===== src/rtl/osc_gate_pkg.sv =====
package osc_gate_pkg;
   typedef enum logic [1:0] {
      ST_IDLE  = 2'd0,
      ST_START = 2'd1,
      ST_RUN   = 2'd2,
      ST_WAKE  = 2'd3
   } gate_state_e;
endpackage


===== src/rtl/osc_fixed_arb.sv =====
module osc_fixed_arb #(
   parameter int N_PERIPH = 4,
   localparam int IDX_W = (N_PERIPH > 1) ? $clog2(N_PERIPH) : 1
) (
   input  logic [N_PERIPH-1:0] req,
   output logic [N_PERIPH-1:0] gnt,
   output logic [IDX_W-1:0]    gnt_idx,
   output logic                any_req
);
   // below[i] is high when some lower index is requesting
   logic [N_PERIPH:0] below;
   assign below[0] = 1'b0;

   for (genvar i = 0; i < N_PERIPH; i++) begin : g_chain
      assign gnt[i]     = req[i] & ~below[i];
      assign below[i+1] = below[i] | req[i];
   end

   assign any_req = below[N_PERIPH];

   always_comb begin
      gnt_idx = '0;
      for (int i = N_PERIPH - 1; i >= 0; i--) begin
         if (req[i]) gnt_idx = IDX_W'(i);
      end
   end

   always_comb begin
      AST_ARB_ONEHOT: assert ($onehot0(gnt));
   end
endmodule


===== src/rtl/osc_ready_qual.sv =====
module osc_ready_qual #(
   parameter int RDY_CYCLES = 2,
   localparam int CNT_W = (RDY_CYCLES > 1) ? $clog2(RDY_CYCLES) : 1
) (
   input  logic clk,
   input  logic rst_n,
   input  logic clear,
   input  logic osc_rdy,
   output logic qualified
);
   if (RDY_CYCLES < 1) begin : g_bad_cycles
      $error("osc_ready_qual: RDY_CYCLES must be at least 1");
   end

   logic [CNT_W-1:0] cnt_q;

   if (RDY_CYCLES == 1) begin : g_direct
      assign qualified = osc_rdy;
      always_ff @(posedge clk or negedge rst_n) begin
         if (!rst_n) cnt_q <= '0;
         else        cnt_q <= '0;
      end
   end else begin : g_count
      assign qualified = osc_rdy && (cnt_q == CNT_W'(RDY_CYCLES - 1));
      always_ff @(posedge clk or negedge rst_n) begin
         if (!rst_n)                    cnt_q <= '0;
         else if (clear || !osc_rdy)    cnt_q <= '0;
         else if (!qualified)           cnt_q <= cnt_q + 1'b1;
      end
   end

   AST_QUAL_NEEDS_RDY: assert property (@(posedge clk) disable iff (!rst_n)
      qualified |-> osc_rdy);
endmodule


===== src/rtl/osc_gate_bank.sv =====
module osc_gate_bank #(
   parameter int N_PERIPH = 4
) (
   input  logic                clk,
   input  logic                rst_n,
   input  logic                open_gate,
   input  logic [N_PERIPH-1:0] sel,
   output logic [N_PERIPH-1:0] en_q
);
   // one flop per gate: enables leave the block straight from a register
   for (genvar i = 0; i < N_PERIPH; i++) begin : g_gate
      always_ff @(posedge clk or negedge rst_n) begin
         if (!rst_n) en_q[i] <= 1'b0;
         else        en_q[i] <= open_gate & sel[i];
      end
   end

   AST_BANK_ONEHOT: assert property (@(posedge clk) disable iff (!rst_n)
      $onehot0(en_q));
endmodule


===== src/rtl/osc_demand_gate.sv =====
module osc_demand_gate
   import osc_gate_pkg::*;
#(
   parameter int N_PERIPH   = 4,
   parameter int RDY_CYCLES = 2,
   localparam int IDX_W = (N_PERIPH > 1) ? $clog2(N_PERIPH) : 1
) (
   input  logic                clk,
   input  logic                rst_n,
   input  logic                stop_mode,
   input  logic [N_PERIPH-1:0] req,
   input  logic [N_PERIPH-1:0] frame_done,
   input  logic [N_PERIPH-1:0] wake_frame,
   input  logic                osc_rdy,
   output logic                osc_en,
   output logic [N_PERIPH-1:0] clk_en,
   output logic                wakeup
);
   if (N_PERIPH < 1) begin : g_bad_n
      $error("osc_demand_gate: N_PERIPH must be at least 1");
   end

   gate_state_e          state_q, state_d;
   logic [IDX_W-1:0]     grant_q, grant_d;
   logic [N_PERIPH-1:0]  arb_gnt, grant_sel;
   logic [IDX_W-1:0]     arb_idx;
   logic                 any_req, rdy_ok;
   logic                 own_req, own_done, own_wake;

   osc_fixed_arb #(.N_PERIPH(N_PERIPH)) u_arb (
      .req     (req),
      .gnt     (arb_gnt),
      .gnt_idx (arb_idx),
      .any_req (any_req)
   );

   osc_ready_qual #(.RDY_CYCLES(RDY_CYCLES)) u_qual (
      .clk       (clk),
      .rst_n     (rst_n),
      .clear     (state_q != ST_START),
      .osc_rdy   (osc_rdy),
      .qualified (rdy_ok)
   );

   assign own_req  = req[grant_q];
   assign own_done = frame_done[grant_q];
   assign own_wake = wake_frame[grant_q];

   always_comb begin
      state_d = state_q;
      grant_d = grant_q;
      unique case (state_q)
         ST_IDLE: begin
            if (stop_mode && any_req) begin
               state_d = ST_START;
               grant_d = arb_idx;
            end
         end
         ST_START: begin
            if (!own_req)    state_d = ST_IDLE;
            else if (rdy_ok) state_d = ST_RUN;
         end
         ST_RUN: begin
            if (own_done) state_d = own_wake ? ST_WAKE : ST_IDLE;
         end
         ST_WAKE: begin
            if (!stop_mode) state_d = ST_IDLE;
         end
         default: state_d = ST_IDLE;
      endcase
   end

   always_ff @(posedge clk or negedge rst_n) begin
      if (!rst_n) begin
         state_q <= ST_IDLE;
         grant_q <= '0;
      end else begin
         state_q <= state_d;
         grant_q <= grant_d;
      end
   end

   assign grant_sel = {{(N_PERIPH-1){1'b0}}, 1'b1} << grant_d;

   osc_gate_bank #(.N_PERIPH(N_PERIPH)) u_bank (
      .clk       (clk),
      .rst_n     (rst_n),
      .open_gate (state_d == ST_RUN),
      .sel       (grant_sel),
      .en_q      (clk_en)
   );

   assign osc_en = (state_q != ST_IDLE);
   assign wakeup = (state_q == ST_WAKE);

   AST_GATE_NEEDS_OSC: assert property (@(posedge clk) disable iff (!rst_n)
      (|clk_en) |-> osc_en);
   AST_GATE_AFTER_RDY: assert property (@(posedge clk) disable iff (!rst_n)
      ((state_q == ST_START) && (state_d == ST_RUN)) |=> (clk_en != '0) && $past(osc_rdy));
   AST_IDLE_NO_STOP: assert property (@(posedge clk) disable iff (!rst_n)
      (!stop_mode && !osc_en) |=> !osc_en);
   AST_REQ_STARTS: assert property (@(posedge clk) disable iff (!rst_n)
      (stop_mode && !osc_en && any_req) |=> osc_en);
   AST_PLAIN_END: assert property (@(posedge clk) disable iff (!rst_n)
      ((state_q == ST_RUN) && own_done && !own_wake) |=> (!osc_en && clk_en == '0 && !wakeup));
   AST_WAKE_HOLD: assert property (@(posedge clk) disable iff (!rst_n)
      (wakeup && stop_mode) |=> (wakeup && osc_en && clk_en == '0));
   AST_WITHDRAW: assert property (@(posedge clk) disable iff (!rst_n)
      ((state_q == ST_START) && !own_req) |=> !osc_en);
   AST_GRANT_HELD: assert property (@(posedge clk) disable iff (!rst_n)
      ((state_q == ST_RUN) && !own_done) |=> ($stable(clk_en) && clk_en != '0));
endmodule


===== config.mk =====
export PLATFORM = sky130hd
export DESIGN_NAME = osc_demand_gate
export DESIGN_NICKNAME = d
export VERILOG_FILES = /design/src/rtl/osc_gate_pkg.sv /design/src/rtl/osc_fixed_arb.sv /design/src/rtl/osc_ready_qual.sv /design/src/rtl/osc_gate_bank.sv /design/src/rtl/osc_demand_gate.sv
export SDC_FILE = /design/constraint.sdc
export NUM_CORES = 1
export LEC_CHECK = 0
export CAP_MARGIN = 20
export CORE_MARGIN = 8
export CORE_UTILIZATION = 41
export CTS_CLUSTER_SIZE = 30
export DETAILED_ROUTE_END_ITERATION = 12
export PLACE_DENSITY = 0.76
export SYNTH_ARGS = -nofsm -noshare
export SYNTH_HDL_FRONTEND = slang
export SYNTH_HIERARCHICAL = 1
export SYNTH_SLANG_ARGS = --single-unit

===== constraint.sdc =====
create_clock -name clk -period 1.7 [get_ports clk]
set_input_delay 0.425 -clock clk [delete_from_list [all_inputs] [get_ports clk]]
set_output_delay 0.425 -clock clk [all_outputs]
set_load 0.01 [all_outputs]

==> results of run 1 <==
cell type report:
cell class | instances | area share
clock buffers | 4 | 0.0303
inverters | 4 | 0.0173
multi-input cells | 35 | 0.363
flip-flops and latches | 9 | 0.261
well taps | 15 | 0.0216
repair buffers | 28 | 0.307
through the flow:
stage,hold slack (ps),power [µW]
finish,448,985
global route,488,1060
CTS,452,978
detailed placement,665,772
global placement,640,758
floorplan,129,589
flip-flops by register name, indices dropped and copies added (netlist names):
| name | count |
|---|---|
| grant_q | 2 |
| state_q | 2 |
| u_bank/en_q | 4 |
| u_qual/cnt_q | 1 |
power by group through the flow:
stage               clock network, µW  registers [µW]  logic [µW]
global route                      186             337         539
global placement                    0             320         438
finish                            161             331         494
floorplan                           0             318         271
CTS                               171             326         481
detailed placement                  0             323         449
metal layers:
| metal | vias to the layer above | share of wire | track usage |
|---|---|---|---|
| met3 | 2 | 0.039 | 0.0427 |
| li1 | 232 | - | - |
| met1 | 222 | 0.38 | 0.112 |
| met5 | - | 0 | 0 |
| met2 | 12 | 0.57 | 0.180 |
| met4 | 0 | 0.0046 | 0.0398 |
worst max-delay path, cell delays in order, from the launching register on:
cell and delay, ps:
sky130_fd_sc_hd__dfrtp_1 390, sky130_fd_sc_hd__or2_2 290, sky130_fd_sc_hd__dlygate4sd2_1 290
repair_timing:
item,4_1_cts,5_1_grt
hold endpoints to repair,0,0
endpoints found under the setup margin,6,5
resized for setup,6,6
setup buffers,1,0
pin swaps,1,0
final timing paths:
check	slack (ps)	startpoint	to
max	50	state_q[0]	osc_en
min	450	rst_n	u_bank/en_q[2]
max reg2reg	140	grant_q[0]	u_bank/en_q[0]
min reg2reg	680	grant_q[1]	grant_q[1]
max in group asynchronous	960	rst_n	grant_q[0]
min in group clk	680	grant_q[1]	grant_q[1]
cells in the final DEF, fill, tap and decap left out, drive strengths merged, types with 2 or more instances in the layout:
| cell | count |
|---|---|
| dfrtp | 9 |
| nand3 | 3 |
| mux4 | 3 |
| dlymetal6s2s | 3 |
| buf | 7 |
| clkbuf | 4 |
| inv | 4 |
| mux2i | 2 |
| nor2b | 2 |
| clkdlybuf4s50 | 15 |
| and2 | 6 |
| nor2 | 6 |
| dlygate4sd2 | 3 |
==> impl.org, run 1 <==
** Global route
- First-pass GRT wire length :: 2110 µm
- For this run the aggregate overflow at the end of global routing stands at 0.
- Number of antenna violations at the first check in global routing :: 0
- The via count of the first global-routing pass was between 400 and 500.
- In the global route stage, overall resource usage came out at 0.105.
- Entering global routing, the biggest net connects 10 pins.

** Synth
- The average instance in the mapped netlist occupies around 11 µm².
- The cell count after synthesis came out at 48.
- The Yosys step of the flow raised 6 warnings.
- Summing every instance area after synthesis gives around 530 µm².
- Nets in the synthesized netlist :: between 60 and 70

** Final layout
- Measured on the finished design, the core utilization comes to 0.693.
- Fraction of final layout cells sized beyond drive strength 1 :: 0.275
- Area used by multi-input combinational logic :: between 300 and 400 µm²
- Final #Nets :: 97
- Compared with the post-synthesis result, the final layout area differs by 63.7%.
- After the flow finishes, the layout carries non-filler instances totaling between 90 and 100.
- Summing all non-filler instances in the final layout gives an area of roughly 870 µm².
- Total of fill cells in the finished design :: 101
- Across the whole layout, storage elements account for around 230 µm².
- The repair_antennas step left the layout with diodes totalling 0.

** Placed design
- Number of instances in the placed design :: 90
- Summing all placed instances gives a cell area of 805 µm².
- Worst slack at placement :: -307 ps
- Weighted congestion at the end of routability-driven global placement :: around 0.83
- Final HPWL from detailed placement :: 1080 µm
- The count of buffers added on input and output ports is 21.

** Clocking
- TritonCTS clock tree :: done
- In this run the deepest clock path goes through 2 buffers.
- Buffers inserted to repair hold after CTS numbered 0.
- H-tree depth :: 1
- TritonCTS created 3 clock buffers.
- The cell sitting at the root of the clock tree is a sky130_fd_sc_hd__clkbuf_4.
- Clock input transition at the sequential cells of the worst setup and hold paths :: about 60 ps
- Clock latency reported for the late side of the worst-skew pair :: approximately 260 ps
- The clock drives 9 sinks.

** Timing
- Worst relative slew slack :: 0.749
- Slew @ Worst Pin :: ~380 ps
- Counting I/O delays and the setup requirement, the final critical path takes 1650 ps.
- Unrepaired setup endpoints after global routing :: no
- Final Max Tran Viols :: 0
- Fin Clk Skew :: 0.415 ps
- Total Neg Setup Slack :: 0 ps
- The number of failing hold endpoints at the final stage was 0.
- Of the available clock period, the critical path in the final layout requires 0.970.
- Achievable clock frequency :: 607 MHz
- Setup-violating endpoint count in the final report :: 0
- Worst Setup Slack, final :: around 50 ps

** Routing
- Post-detailed-route DRC marker count :: 0
- Count of TritonRoute iterations in the first routing pass :: 2
- Using the TritonRoute via totals, the vias-per-cell ratio works out to 4.93.
- Across all layers, the routed design uses 468 vias.
- For this block, the routed nets add up to around 1300 µm of wire.
- Initial DRC count :: 6
- Dividing the detail-routed wire length by the instance count gives between 10 and 15 µm.
- The detail route stage leaves a number of antenna-violating nets equal to 0.

** Floorplan
- Die width :: 52.0 µm
- Number of primary I/O pins :: 22
- Die extent in y :: about 52 µm
- The core region is 1250 µm².
- Die area :: approximately 2700 µm²
- In this run the core area contains 13 standard-cell rows.
- Initial Utilization :: 0.424

** Setup path
- Kind of critical path :: register to output pin
- Cell depth of the worst flop-to-flop path :: 4
- STA classifies the critical path endpoint as an output pin.
- Crit path max fanout :: 3
- Crit path required time :: 1270 ps
- Data arrives at the worst endpoint at between 1000 and 1500 ps.
- STA classifies the critical path startpoint as a register.

** Power and ir drop
- Total power per unit cell area :: 1130 nW/µm²
- Fraction of power spent switching nets :: 0.346
- IR analysis of the VDD net gives a maximum drop of around 0.75 mV.
- Of the total power, registers draw 0.335.
- Internal power comes to between 600 and 700 µW.
- Fraction of power consumed by the clock network :: 0.163
- Standby leakage power :: a little over 0.0004 µW
- Combinational share of power :: 0.501
- Net Sw Power :: about 340 µW

** Worst hold path
- Hold/Removal Path Class :: primary input to asynchronous set/reset pin

** Run status
- Run status :: completed

** Flow run
- Max-cap violations in this run came to 0.
Note: power is estimated with default switching activity, not from simulation.
==> inputs of run 2 (changes only) <==
--- a/config.mk
+++ b/config.mk
@@ -6,11 +6,12 @@
 export NUM_CORES = 1
 export LEC_CHECK = 0
 export CAP_MARGIN = 20
-export CORE_MARGIN = 8
+export CORE_MARGIN = 2
 export CORE_UTILIZATION = 41
 export CTS_CLUSTER_SIZE = 30
 export DETAILED_ROUTE_END_ITERATION = 12
 export PLACE_DENSITY = 0.76
+export SLEW_MARGIN = 20
 export SYNTH_ARGS = -nofsm -noshare
 export SYNTH_HDL_FRONTEND = slang
 export SYNTH_HIERARCHICAL = 1
==> impl.org, run 2 (synthesis gave the netlist of run 1 again) <==
** Power and ir drop
- In this run the static leakage power is about 0.00039 µW.
- Final Power :: 951 µW
- The share of total power dissipated in sequential elements is 0.342.
- Power Internal :: 626 µW
- Total power per unit cell area :: approximately 1100 nW/µm²
- Fraction of power spent switching nets :: 0.342
- For this design the total switching power over the nets is about 330 µW.
- Of the total power, combinational logic draws 0.484.
- Of the total power, the clock network draws 0.174.
- Worst vdd rail ir drop :: roughly 0.54 mV

** Routing
- Post-detailed-route DRC marker count :: 0
- Once detail routing completed, the nets flagged for antenna violations numbered 0.
- For this block, the via count after detailed routing is 467.
- Wire segments on met2 add up to about 610 µm in the final route.
- Count of TritonRoute iterations in the first routing pass :: 2
- Initial DRC count :: 1
- After detailed routing, the total wire length is between 1000 and 1500 µm.
- Met1 Wirelength :: about 510 µm
- Topmost layer with routed signal wires :: met4
- After detailed routing, the average wire length per cell comes to 13.0 µm.
- The routed design uses between 60 and 70 µm of met3 wire.
- Dividing the detail-routed via count by the number of cells gives ~5.0.

** Timing
- Setup violations remaining at the end of the flow were counted as 0.
- Fin Clk Skew :: 6.34 ps
- Unrepaired setup endpoints after global routing :: no
- In the finished design, the share of the clock period the worst path needs comes to 0.971.
- Worst relative slew slack :: 0.732
- The number of failing hold endpoints at the final stage was 0.
- Min Hold Slack :: about 450 ps
- For the pin with the worst max-slew slack, the measured transition is about 400 ps.
- Min Clock Period, post-route :: around 1700 ps
- Worst Setup Slack, final :: 48.8 ps
- Final Max Tran Viols :: 0
- Achievable clock frequency :: 606 MHz

** Setup path
- At the worst endpoint, the required time is 1270 ps.
- The setup path with the least slack is of type register to output pin.
- On the critical path, the stage with the largest delay is an instance of sky130_fd_sc_hd__dfrtp_1.
- In this run the critical register-to-register path is captured at u_bank/en_q[0].
- Buffer and inverter count on the worst path :: 1
- STA puts the critical path data arrival time at ~1200 ps.
- The critical path crosses 2 cells after its start point.
- In this run the critical register-to-register path is launched from grant_q[0].
- Along the worst path, the maximum fanout reaches 4.
- The signal on the critical path passes through or2_2 > dlygate4sd2_1.
- On the worst path, the slowest cell contributes a delay of roughly 400 ps.
- STA classifies the critical path startpoint as a register.
- Setup slack on the worst reg-to-reg path comes out at 130 ps.
- The worst setup path is captured at an output pin.
- Cell family with the largest share of critical-path delay :: flip-flops
- Cell depth of the worst flop-to-flop path :: 4

** Floorplan
- The die is between 30 and 40 µm tall.
- Die width :: between 30 and 40 µm
- The initial utilization of the core area, before any placement, comes to 0.459.
- Floorplan row count :: 12
- Floorplan core area :: 1160 µm²
- Die area :: ~1600 µm²
- Number of primary I/O pins :: 22

** Final layout
- Register ranked first by flip-flop count :: u_bank/en_q
- Final #Nets :: 96
- Compared with the post-synthesis result, the final layout area differs by 58.0%.
- Number of diodes :: 0
- For this run, the share of the core covered by cells in the final layout is 0.725.
- With fillers left out, the area of the finished cells amounts to about 840 µm².
- In the layout the commonest cells are 15 x sky130_fd_sc_hd__clkdlybuf4s50_1, 9 x sky130_fd_sc_hd__dfrtp_1.
- Total of fill cells in the finished design :: just under 90
- Registers with the highest flip-flop counts :: u_bank/en_q x4, grant_q x2, state_q x2
- Leaving out fill and tap cells, the most frequent cell in the layout is sky130_fd_sc_hd__clkdlybuf4s50_1.
- Fraction of final layout cells sized beyond drive strength 1 :: 0.241
- The register with the most flip-flops in the layout has 4 of them.

** Clocking
- Clock-pin slew was measured on the worst setup and hold paths at about 60 ps.
- Buffers inserted during post-CTS setup optimization :: 0
- CTS sink count :: 9
- The clock passes through at most 2 buffers.
- CTS built an H-tree with a depth of 1.
- Counting the buffers created by CTS gives 3.
- Clock latency reported for the late side of the worst-skew pair :: about 260 ps
- The cell sitting at the root of the clock tree is a sky130_fd_sc_hd__clkbuf_4.
- TritonCTS built the clock tree.

** Global route
- For this run the aggregate overflow at the end of global routing stands at 0.
- Number of antenna violations at the first check in global routing :: 0
- Entering global routing, the biggest net connects 10 pins.
- GRT Resource Usage Total :: 0.196
- Via count of the first global-routing pass :: 436
- The first global-routing pass estimated around 1900 µm of wire.

** Placed design
- Final HPWL from detailed placement :: 1010 µm
- Prior to clock tree synthesis, the placed netlist has a worst setup slack of -336 ps.
- After detailed placement, the total cell area comes to ~800 µm².
- During placement, the flow inserted port buffers numbering 21.
- Weighted congestion at the end of routability-driven global placement :: roughly 0.74

** Worst hold path
- Hold/Removal Path Class :: primary input to asynchronous set/reset pin

** Run status
- Run status :: completed

** Flow run
- The tool flagged a number of max-cap violations equal to 0.
[run 2: cell count changes in the layout (fill, tap and decap cells not counted), sizes merged]
| cell | previous run | this run |
|---|---|---|
| buf | 7 | 6 |
| dlymetal6s2s | 3 | 0 |
| dlygate4sd2 | 3 | 6 |
[run 2: per-layer routing]
layer / global-route usage / vias to the layer above
met1: 0.215 / 219
met5: 0 / -
met4: 0.103 / 0
li1: - / 231
met2: 0.331 / 13
met3: 0.0667 / 4
[run 2: metrics by stage]
stage,setup TNS (ps),cells
after floorplan,0,48
after global placement,-1820,89
after detailed placement,-1880,89
after CTS,0,93
after global routing,0,93
final,0,93
[run 2: worst max-delay path by stage]
stage	startpoint	to	slack (ps)
3_5_place_dp	req[3]	u_bank/en_q[3]	-340
2_1_floorplan	grant_q[0]	u_bank/en_q[0]	260
3_3_place_gp	req[2]	u_bank/en_q[1]	-330
6_report	state_q[0]	osc_en	50
5_1_grt	grant_q[0]	u_bank/en_q[0]	1
4_1_cts	state_q[0]	osc_en	40
[run 2: area by class of cell]
| class | instances | area (µm²) | area share |
|---|---|---|---|
| Multi-Input combinational cell | 35 | 307 | 0.366 |
| Timing Repair Buffer | 27 | 248 | 0.296 |
| Sequential cell | 9 | 225 | 0.269 |
| Inverter | 4 | 15.0 | 0.0179 |
| Tap cell | 14 | 17.5 | 0.0209 |
| Clock buffer | 4 | 26.3 | 0.0313 |
[run 2: timing repair]
item	4_1_cts	5_1_grt
hold buffers	0	0
resized for setup	9	0
setup endpoints to repair	7	0
[run 2: power by group through the flow]
stage	combinational [µW]	sequential, µW	clock, µW
after floorplan	271	318	0
after global placement	444	321	0
after detailed placement	452	326	0
after CTS	463	327	174
after global routing	498	335	178
final	460	325	166
